## src/rtl/io_contain_pkg.sv

```systemverilog
package io_contain_pkg;

  typedef enum logic [1:0] {
    OP_LOAD  = 2'd0,
    OP_STORE = 2'd1,
    OP_CFGRD = 2'd2,
    OP_DMA   = 2'd3
  } ic_op_e;

  typedef enum logic [1:0] {
    ST_OK    = 2'd0,
    ST_NORSP = 2'd1,
    ST_ERR   = 2'd2,
    ST_RSVD  = 2'd3
  } ic_status_e;

  // Outcome of one completion
  typedef struct packed {
    logic rsp;     // a read response is produced
    logic ones;    // response data is forced to all-ones
    logic cfg_ok;  // success flag for config reads
    logic mc;      // machine check request
    logic stop;    // freeze the endpoint
  } ic_dec_t;

  function automatic logic ic_is_read(input ic_op_e op);
    return (op == OP_LOAD) || (op == OP_CFGRD);
  endfunction

  // Decision for a completion, given containment and current frozen state
  function automatic ic_dec_t ic_decide(input ic_op_e op, input ic_status_e st,
                                        input logic en, input logic stopped);
    ic_dec_t d;
    d     = '0;
    d.rsp = ic_is_read(op);
    if (stopped) begin
      d.ones = 1'b1;
    end else begin
      case (st)
        ST_OK: begin
          d.cfg_ok = (op == OP_CFGRD);
        end
        ST_NORSP: begin
          d.ones   = 1'b1;
          d.cfg_ok = (op == OP_CFGRD);
        end
        default: begin
          d.ones = 1'b1;
          if (en) d.stop = 1'b1;
          else    d.mc   = 1'b1;
        end
      endcase
    end
    return d;
  endfunction

endpackage

```

## src/rtl/ic_classify.sv

```systemverilog
module ic_classify
  import io_contain_pkg::*;
#(
  parameter int NUM_EP = 8,
  localparam int EP_W  = (NUM_EP > 1) ? $clog2(NUM_EP) : 1
) (
  input  logic              cpl_valid,
  input  logic [1:0]        cpl_op,
  input  logic [EP_W-1:0]   cpl_ep,
  input  logic [1:0]        cpl_status,
  input  logic [NUM_EP-1:0] contain_en,
  input  logic [NUM_EP-1:0] stopped,
  input  logic [NUM_EP-1:0] fatal_err,
  output ic_dec_t           cpl_dec,
  output logic [NUM_EP-1:0] set_stop,
  output logic              mc_evt
);

  logic [NUM_EP-1:0] fatal_stop;
  logic [NUM_EP-1:0] fatal_mc;
  logic [NUM_EP-1:0] cpl_stop;

  always_comb begin
    cpl_dec = '0;
    if (cpl_valid)
      cpl_dec = ic_decide(ic_op_e'(cpl_op), ic_status_e'(cpl_status),
                          contain_en[cpl_ep], stopped[cpl_ep]);
  end

  genvar g;
  generate
    for (g = 0; g < NUM_EP; g++) begin : g_ep
      assign fatal_stop[g] = fatal_err[g] & contain_en[g] & ~stopped[g];
      assign fatal_mc[g]   = fatal_err[g] & ~contain_en[g] & ~stopped[g];
      assign cpl_stop[g]   = cpl_dec.stop & (cpl_ep == EP_W'(g));
    end
  endgenerate

  assign set_stop = fatal_stop | cpl_stop;
  assign mc_evt   = cpl_dec.mc | (|fatal_mc);

endmodule

```

## src/rtl/ic_stop_regs.sv

```systemverilog
module ic_stop_regs #(
  parameter int NUM_EP = 8
) (
  input  logic              clk,
  input  logic              rst_n,
  input  logic [NUM_EP-1:0] set_stop,
  input  logic [NUM_EP-1:0] clr_stop,
  output logic [NUM_EP-1:0] stop_q
);

  genvar g;
  generate
    for (g = 0; g < NUM_EP; g++) begin : g_flag
      always_ff @(posedge clk or negedge rst_n) begin
        if (!rst_n)           stop_q[g] <= 1'b0;
        else if (set_stop[g]) stop_q[g] <= 1'b1;
        else if (clr_stop[g]) stop_q[g] <= 1'b0;
      end

      AST_STOP_ONLY_ON_EVENT: assert property (@(posedge clk) disable iff (!rst_n)
        $rose(stop_q[g]) |-> $past(set_stop[g]));
      AST_SET_BEATS_CLEAR: assert property (@(posedge clk) disable iff (!rst_n)
        (set_stop[g] && clr_stop[g]) |=> stop_q[g]);
    end
  endgenerate

endmodule

```

## src/rtl/ic_mc_fanout.sv

```systemverilog
module ic_mc_fanout #(
  parameter int NUM_CPU = 4
) (
  input  logic               clk,
  input  logic               rst_n,
  input  logic               mc_evt,
  output logic [NUM_CPU-1:0] mc_out
);

  logic mc_q;

  always_ff @(posedge clk or negedge rst_n) begin
    if (!rst_n) mc_q <= 1'b0;
    else        mc_q <= mc_evt;
  end

  genvar g;
  generate
    for (g = 0; g < NUM_CPU; g++) begin : g_cpu
      assign mc_out[g] = mc_q;
    end
  endgenerate

  AST_MC_HAS_CAUSE: assert property (@(posedge clk) disable iff (!rst_n)
    mc_out[0] |-> $past(mc_evt));

endmodule

```

## src/rtl/io_contain_ctrl.sv

```systemverilog
module io_contain_ctrl
  import io_contain_pkg::*;
#(
  parameter int NUM_EP  = 8,
  parameter int NUM_CPU = 4,
  parameter int DW      = 64,
  localparam int EP_W   = (NUM_EP > 1) ? $clog2(NUM_EP) : 1
) (
  input  logic               clk,
  input  logic               rst_n,
  input  logic [NUM_EP-1:0]  contain_en,
  input  logic               req_valid,
  input  logic [1:0]         req_op,
  input  logic [EP_W-1:0]    req_ep,
  output logic               fab_req_valid,
  output logic [1:0]         fab_req_op,
  output logic [EP_W-1:0]    fab_req_ep,
  input  logic               cpl_valid,
  input  logic [1:0]         cpl_op,
  input  logic [EP_W-1:0]    cpl_ep,
  input  logic [1:0]         cpl_status,
  input  logic [DW-1:0]      cpl_data,
  input  logic [NUM_EP-1:0]  fatal_err,
  input  logic [NUM_EP-1:0]  clr_stop,
  output logic               rsp_valid,
  output logic [DW-1:0]      rsp_data,
  output logic               rsp_cfg_ok,
  output logic [NUM_CPU-1:0] mc_out,
  output logic [NUM_EP-1:0]  ep_stopped
);

  ic_dec_t           cpl_dec;
  logic [NUM_EP-1:0] set_stop;
  logic              mc_evt;
  logic              store_blocked;

  ic_classify #(.NUM_EP(NUM_EP)) u_classify (
    .cpl_valid  (cpl_valid),
    .cpl_op     (cpl_op),
    .cpl_ep     (cpl_ep),
    .cpl_status (cpl_status),
    .contain_en (contain_en),
    .stopped    (ep_stopped),
    .fatal_err  (fatal_err),
    .cpl_dec    (cpl_dec),
    .set_stop   (set_stop),
    .mc_evt     (mc_evt)
  );

  ic_stop_regs #(.NUM_EP(NUM_EP)) u_stop (
    .clk      (clk),
    .rst_n    (rst_n),
    .set_stop (set_stop),
    .clr_stop (clr_stop),
    .stop_q   (ep_stopped)
  );

  ic_mc_fanout #(.NUM_CPU(NUM_CPU)) u_mc (
    .clk    (clk),
    .rst_n  (rst_n),
    .mc_evt (mc_evt),
    .mc_out (mc_out)
  );

  // Outbound request path: stores to a frozen endpoint are swallowed
  assign store_blocked = (ic_op_e'(req_op) == OP_STORE) && ep_stopped[req_ep];
  assign fab_req_valid = req_valid && !store_blocked;
  assign fab_req_op    = req_op;
  assign fab_req_ep    = req_ep;

  // Read response register
  always_ff @(posedge clk or negedge rst_n) begin
    if (!rst_n) begin
      rsp_valid  <= 1'b0;
      rsp_data   <= '0;
      rsp_cfg_ok <= 1'b0;
    end else begin
      rsp_valid <= cpl_dec.rsp;
      if (cpl_dec.rsp) begin
        rsp_data   <= cpl_dec.ones ? {DW{1'b1}} : cpl_data;
        rsp_cfg_ok <= cpl_dec.cfg_ok;
      end
    end
  end

  AST_MC_ALL_CPUS: assert property (@(posedge clk) disable iff (!rst_n)
    ($countones(mc_out) == 0) || ($countones(mc_out) == NUM_CPU));
  AST_STORE_HELD: assert property (@(posedge clk) disable iff (!rst_n)
    (req_valid && req_op == 2'd1 && ep_stopped[req_ep]) |-> !fab_req_valid);
  AST_STOPPED_READ_ONES: assert property (@(posedge clk) disable iff (!rst_n)
    (cpl_valid && ep_stopped[cpl_ep] && (cpl_op == 2'd0 || cpl_op == 2'd2))
      |=> (rsp_valid && rsp_data == {DW{1'b1}} && !rsp_cfg_ok));
  AST_CONTAINED_NO_MC: assert property (@(posedge clk) disable iff (!rst_n)
    (cpl_valid && cpl_status[1] && contain_en[cpl_ep]
      && ((fatal_err & ~contain_en & ~ep_stopped) == '0)) |=> (mc_out == '0));
  AST_NORSP_KEEPS_STATE: assert property (@(posedge clk) disable iff (!rst_n)
    (cpl_valid && cpl_status == 2'd1 && fatal_err == '0 && clr_stop == '0)
      |=> (ep_stopped == $past(ep_stopped) && mc_out == '0));

endmodule

```

## config.mk

```make
export PLATFORM = sky130hd
export DESIGN_NAME = io_contain_ctrl
export DESIGN_NICKNAME = d
export VERILOG_FILES = /design/src/rtl/io_contain_pkg.sv /design/src/rtl/ic_classify.sv /design/src/rtl/ic_stop_regs.sv /design/src/rtl/ic_mc_fanout.sv /design/src/rtl/io_contain_ctrl.sv
export SDC_FILE = /design/constraint.sdc
export NUM_CORES = 1
export LEC_CHECK = 0
export ABC_AREA = 0
export BUFFER_PORTS_ARGS = -buffer_cell sky130_fd_sc_hd__buf_2
export CAP_MARGIN = 20
export CELL_PAD_IN_SITES_DETAIL_PLACEMENT = 1
export CELL_PAD_IN_SITES_GLOBAL_PLACEMENT = 1
export CORE_MARGIN = 2
export CORE_UTILIZATION = 32
export DETAILED_ROUTE_END_ITERATION = 8
export HOLD_SLACK_MARGIN = 0.08
export PLACE_DENSITY = 0.79
export SLEW_MARGIN = 20
export SYNTH_ARGS = -nofsm -noshare
export SYNTH_HDL_FRONTEND = slang
export SYNTH_HIERARCHICAL = 1
export SYNTH_SLANG_ARGS = --single-unit
```

## constraint.sdc

```tcl
create_clock -name clk -period 2.8 [get_ports clk]
set_input_delay 0.14 -clock clk [delete_from_list [all_inputs] [get_ports clk]]
set_output_delay 0.14 -clock clk [all_outputs]
set_load 0.02 [all_outputs]
```

Yosys cells after proc, flatten, opt, wreduce, memory -nomap -nowiden

Index checks and enable logic that the tools add are counted.

Flip-flop bits (word level): 75
Input bits: 104
Logic and storage cells: 130

Eq/ne operators: 10
Mux-type cells: 31
Order comparisons: 2
Bitwise gates (word level): 58
Reductions and logical operators: 17

Operators by type and width:

| kind                 | number |
|---|---|
| $mux W64             | 1 |
| $and A1 B1 Y1        | 40 |
| $mux W1              | 24 |
| $not A1 Y1           | 16 |
| $reduce_bool A2 Y1   | 8 |
| $eq A3 B3 Y1 const B | 4 |
| $bmux W1 S3          | 3 |
| $lt A3 B4 Y1 const B | 2 |
| $or A8 B8 Y8         | 1 |
| $reduce_or A8 Y1     | 1 |
| $eq A3 B2 Y1 const B | 2 |
| $mux W5              | 1 |
| $eq A2 B1 Y1 const B | 2 |
| $logic_not A2 Y1     | 2 |
| $eq A3 B1 Y1 const B | 1 |
| $logic_not A3 Y1     | 1 |
| $mux W3              | 1 |
| $eq A2 B2 Y1 const B | 1 |
| $logic_and A1 B1 Y1  | 2 |
| $mux W2              | 1 |
| $reduce_or A2 Y1     | 1 |
| $logic_not A1 Y1     | 1 |
| $logic_or A1 B1 Y1   | 1 |
| $or A1 B1 Y1         | 1 |

Longest topological paths before layout

Word-level depth: 9
Depth in mapped cells: 9
Depth with buffers taken out: 6

Modules after synthesis

The synthesis kept the hierarchy.

By module, submodules not included:

| module          | times used | area each (um^2) | cells an instance | sequential area each (um^2) |
|---|---|---|---|---|
| io_contain_ctrl | 1          | 2670.1           | 293               | 1651.6 |
| ic_classify     | 1          | 471.7            | 56                | 0.0 |
| ic_stop_regs    | 1          | 290.3            | 24                | 200.2 |
| ic_mc_fanout    | 1          | 55.1             | 5                 | 25.0 |

Worst setup path after synthesis

Ideal clock, no wire load.

Kind: register -> register
Start: reg u_stop.stop_q[0]
End: reg rsp_data[38]
Buffers on the path: 2
Period minus slack after synthesis: 2.110 ns
Cell stages (with the launch flop): 9
Setup slack: 0.690 ns
Library setup time: 0.137 ns
Arrival: 1.973 ns
Path through: dfrtp_1 -> nor2b_1 -> a2111oi_2 -> nor4_1 -> o31a_1 -> buf_2 -> buf_1 -> nor2_1 -> a21oi_1

RTL lines:

| item                              | line                  | RTL |
|---|---|---|
| from (decl)                       | ic_stop_regs.sv:8     | `output logic [NUM_EP-1:0] stop_q` |
| from (signal, indexed assignment) | ic_stop_regs.sv:15    | `if (!rst_n) stop_q[g] <= 1'b0;` |
| from (signal, indexed assignment) | ic_stop_regs.sv:16    | `else if (set_stop[g]) stop_q[g] <= 1'b1;` |
| from (signal, indexed assignment) | ic_stop_regs.sv:17    | `else if (clr_stop[g]) stop_q[g] <= 1'b0;` |
| to (signal assigned)              | io_contain_ctrl.sv:80 | `rsp_data <= cpl_dec.ones ? {DW{1'b1}} : cpl_data;` |
| to (decl)                         | io_contain_ctrl.sv:26 | `output logic [DW-1:0] rsp_data,` |

==> reports/qor.csv <==
stage,metric,value,unit
run_status,status,"finished, final reports clean",
worst_setup_path,CP Max Fanout,47,
drt,Starting DRT DRC Count,125,
timing,Setup Skew,0.0128,ns
yosys,Post-Syn Area,3480,um2
placement,IO Port Bufs,187,
timing,Final Hold Vio Count,0,
global_routing,maximum number of pins on one net before global-route repair,100,
finish,# diodes,0,
clock_tree,clk buf depth,2,
floorplanning,Core Box Area,10700,um2
global_routing,first-pass GRT wire length,19700,um
timing,# setup viols final,0,
timing,Slew @ Worst Pin,0.972,ns
drt,Vias,3676,
drt,WL per Instance,16.7,um
worst_setup_path,critical path data required time,3.04,ns
placement,Detail Placement HPWL,7740,um
clock_tree,clk root buf,clkbuf_8,
timing,RSZ-0062 raised after global routing,no,
worst_setup_path,max incr delay on CP,0.49,ns
clock_tree,Sink Count,75,
hold_path,hold crit path type,in -> reg,
yosys,Syn Inst Count,376,
timing,crit share post-route,87.7,%
global_routing,grt ovf,0,
worst_setup_path,critical path class,reg -> reg,
timing,final worst slack,0.344,ns
worst_setup_path,CP arrival,2.70,ns
clock_tree,CTS buffer count,9,
worst_setup_path,CP Capture Point,rsp_data[32],
worst_setup_path,Reg2Reg Setup Slack,0.34,ns
worst_setup_path,Reg-to-Reg End,rsp_data[32],
drt,Final ANT Viol Nets,0,
drt,DRC viols,0,
clock_tree,Post-CTS Setup Inserts,0,
pwr,Power Dens Cells,539,nW/um2
global_routing,antenna violations before repair,0,
hold_path,worst hold start,cpl_data[1],
timing,crit path time final,2.46,ns
pwr,VDD IR max,0.274,mV
global_routing,gr usage total,22.0,%
worst_setup_path,crit end category,flip-flop,
timing,Fin Setup TNS,0,ns
clock_tree,number of hold buffers added after CTS,71,
drt,average vias per placed instance,4.83,
floorplanning,DIE AREA,11700,um2
run,Max Cap Viol,0,
placement,GP Congestion,0.812,
yosys,syn nets,480,
worst_setup_path,crit path max-delay cell type,o31a_2,
floorplanning,Starting Density,32.5,%
finish,area growth from synthesis to layout,53.7,%
worst_setup_path,origin of the critical flop-to-flop path,u_stop/stop_q[7],
timing,Peak Freq,407,MHz
floorplanning,io pins,188,
finish,Final #Nets,720,
floorplanning,num rows,38,
worst_setup_path,Critical Path Source,u_stop/stop_q[7],
drt,first-pass detailed-route iteration total,4,
worst_setup_path,FF-to-FF path depth,7,
timing,slew margin rel.,35.2,%
clock_tree,CTS resizes,0,
pwr,leakage power,2.55,nW
clock_tree,CTS clock-pin slew for the worst setup and hold paths,0.08,ns
clock_tree,CTS tree,built,
worst_setup_path,Startpoint Class,flip-flop,
placement,pre-CTS setup slack,0.463,ns
timing,max-slew violations,0,
yosys,"Avg Cell Area, Syn",9.25,um2
floorplanning,DIE HEIGHT,108,um
drt,drt total wl,12700,um
clock_tree,clock latency on the worst-skew pair,0.35,ns
clock_tree,H-tree depth,3,
finish,share of layout cells above drive strength 1,34.9,%
global_routing,number of global-route vias before repair,3936,
floorplanning,Die W,108,um
worst_setup_path,worst path cell trace,mux2i_1 > and3_1 > nor4_1 > o31a_2 > buf_12 > nor2_1 > a21oi_1,
yosys,Syn. warnings,6,
cells in the final DEF, fill, tap and decap left out, drive strengths merged, types with 2 or more instances in the layout:
cell type	instances
buf	190
nor2	132
dfrtp	75
dlygate4sd3	71
a21oi	70
nor3b	17
clkbuf	11
inv	9
a21o	8
nor2b	5
mux2	5
and3	3
clkinv	3
mux4	3
nand2b	2
mux2i	2
clkinvlp	2
a31oi	2
nor3	2
how the worst min path moves through the flow:
| stage | slack, ns | depth (start not counted) | to |
|---|---|---|---|
| 6_report | 0.08 | 3 | rsp_data[1] |
| 4_1_cts | 0.08 | 3 | rsp_data[1] |
| 3_5_place_dp | 0.37 | 1 | rsp_data[34] |
| 2_1_floorplan | -0.16 | 0 | rsp_cfg_ok |
| 3_3_place_gp | 0.35 | 1 | rsp_data[34] |
| 5_1_grt | 0.09 | 3 | rsp_data[28] |
per-stage QoR:
step	cells	util, %	hold slack, ns	cell area, um2	power (mW)
6_report	761	49.9	0.0804	5340	2.88
5_1_grt	761	49.9	0.0868	5340	3.04
4_1_cts	761	49.9	0.0806	5340	2.89
3_5_place_dp	674	41.8	0.367	4470	2.06
3_3_place_gp	674	41.8	0.347	4470	2.03
2_1_floorplan	376	-	-0.156	3480	1.75
worst max-delay path, delay by kind of cell (launching register included):
| family | cells | cell delay (ns) |
|---|---|---|
| compound gates | 2 | 0.73 |
| buf+inv | 1 | 0.29 |
| mux | 1 | 0.13 |
| flops | 1 | 0.47 |
| simple gates | 3 | 0.72 |
power breakdown:
part,switching (mW),total (mW),internal (mW),leakage [nW]
logic,0.493,0.830,0.336,1.67
registers,0.0945,1.31,1.21,0.797
clock network,0.423,0.741,0.318,0.0791
total,1.01,2.88,1.87,2.55
final cells by class:
class,count,area [um2]
Fill cell,1293,5360
Clock buffer,11,131
Timing Repair Buffer,261,1700
Sequential cell,75,1880
Inverter,9,33.8
Tap cell,140,175
Clock inverter,5,30.0
Multi-Input combinational cell,260,1400
state kept, by name, indices dropped and copies added, names as in the netlist:
| name | count |
|---|---|
| rsp_data | 64 |
| u_stop/stop_q | 8 |
| rsp_valid | 1 |
| rsp_cfg_ok | 1 |
| u_mc/mc_q | 1 |
routing by layer:
metal,vias to the layer above,routed length [um],part of all wire [%],track usage (%)
met5,-,0,0,0
met4,0,312,2.4,9.71
met3,25,972,7.6,6.69
met2,143,6390,50,38.2
met1,1780,5080,40,25.0
li1,1728,-,-,-
Power figures use the tool's default switching activity.
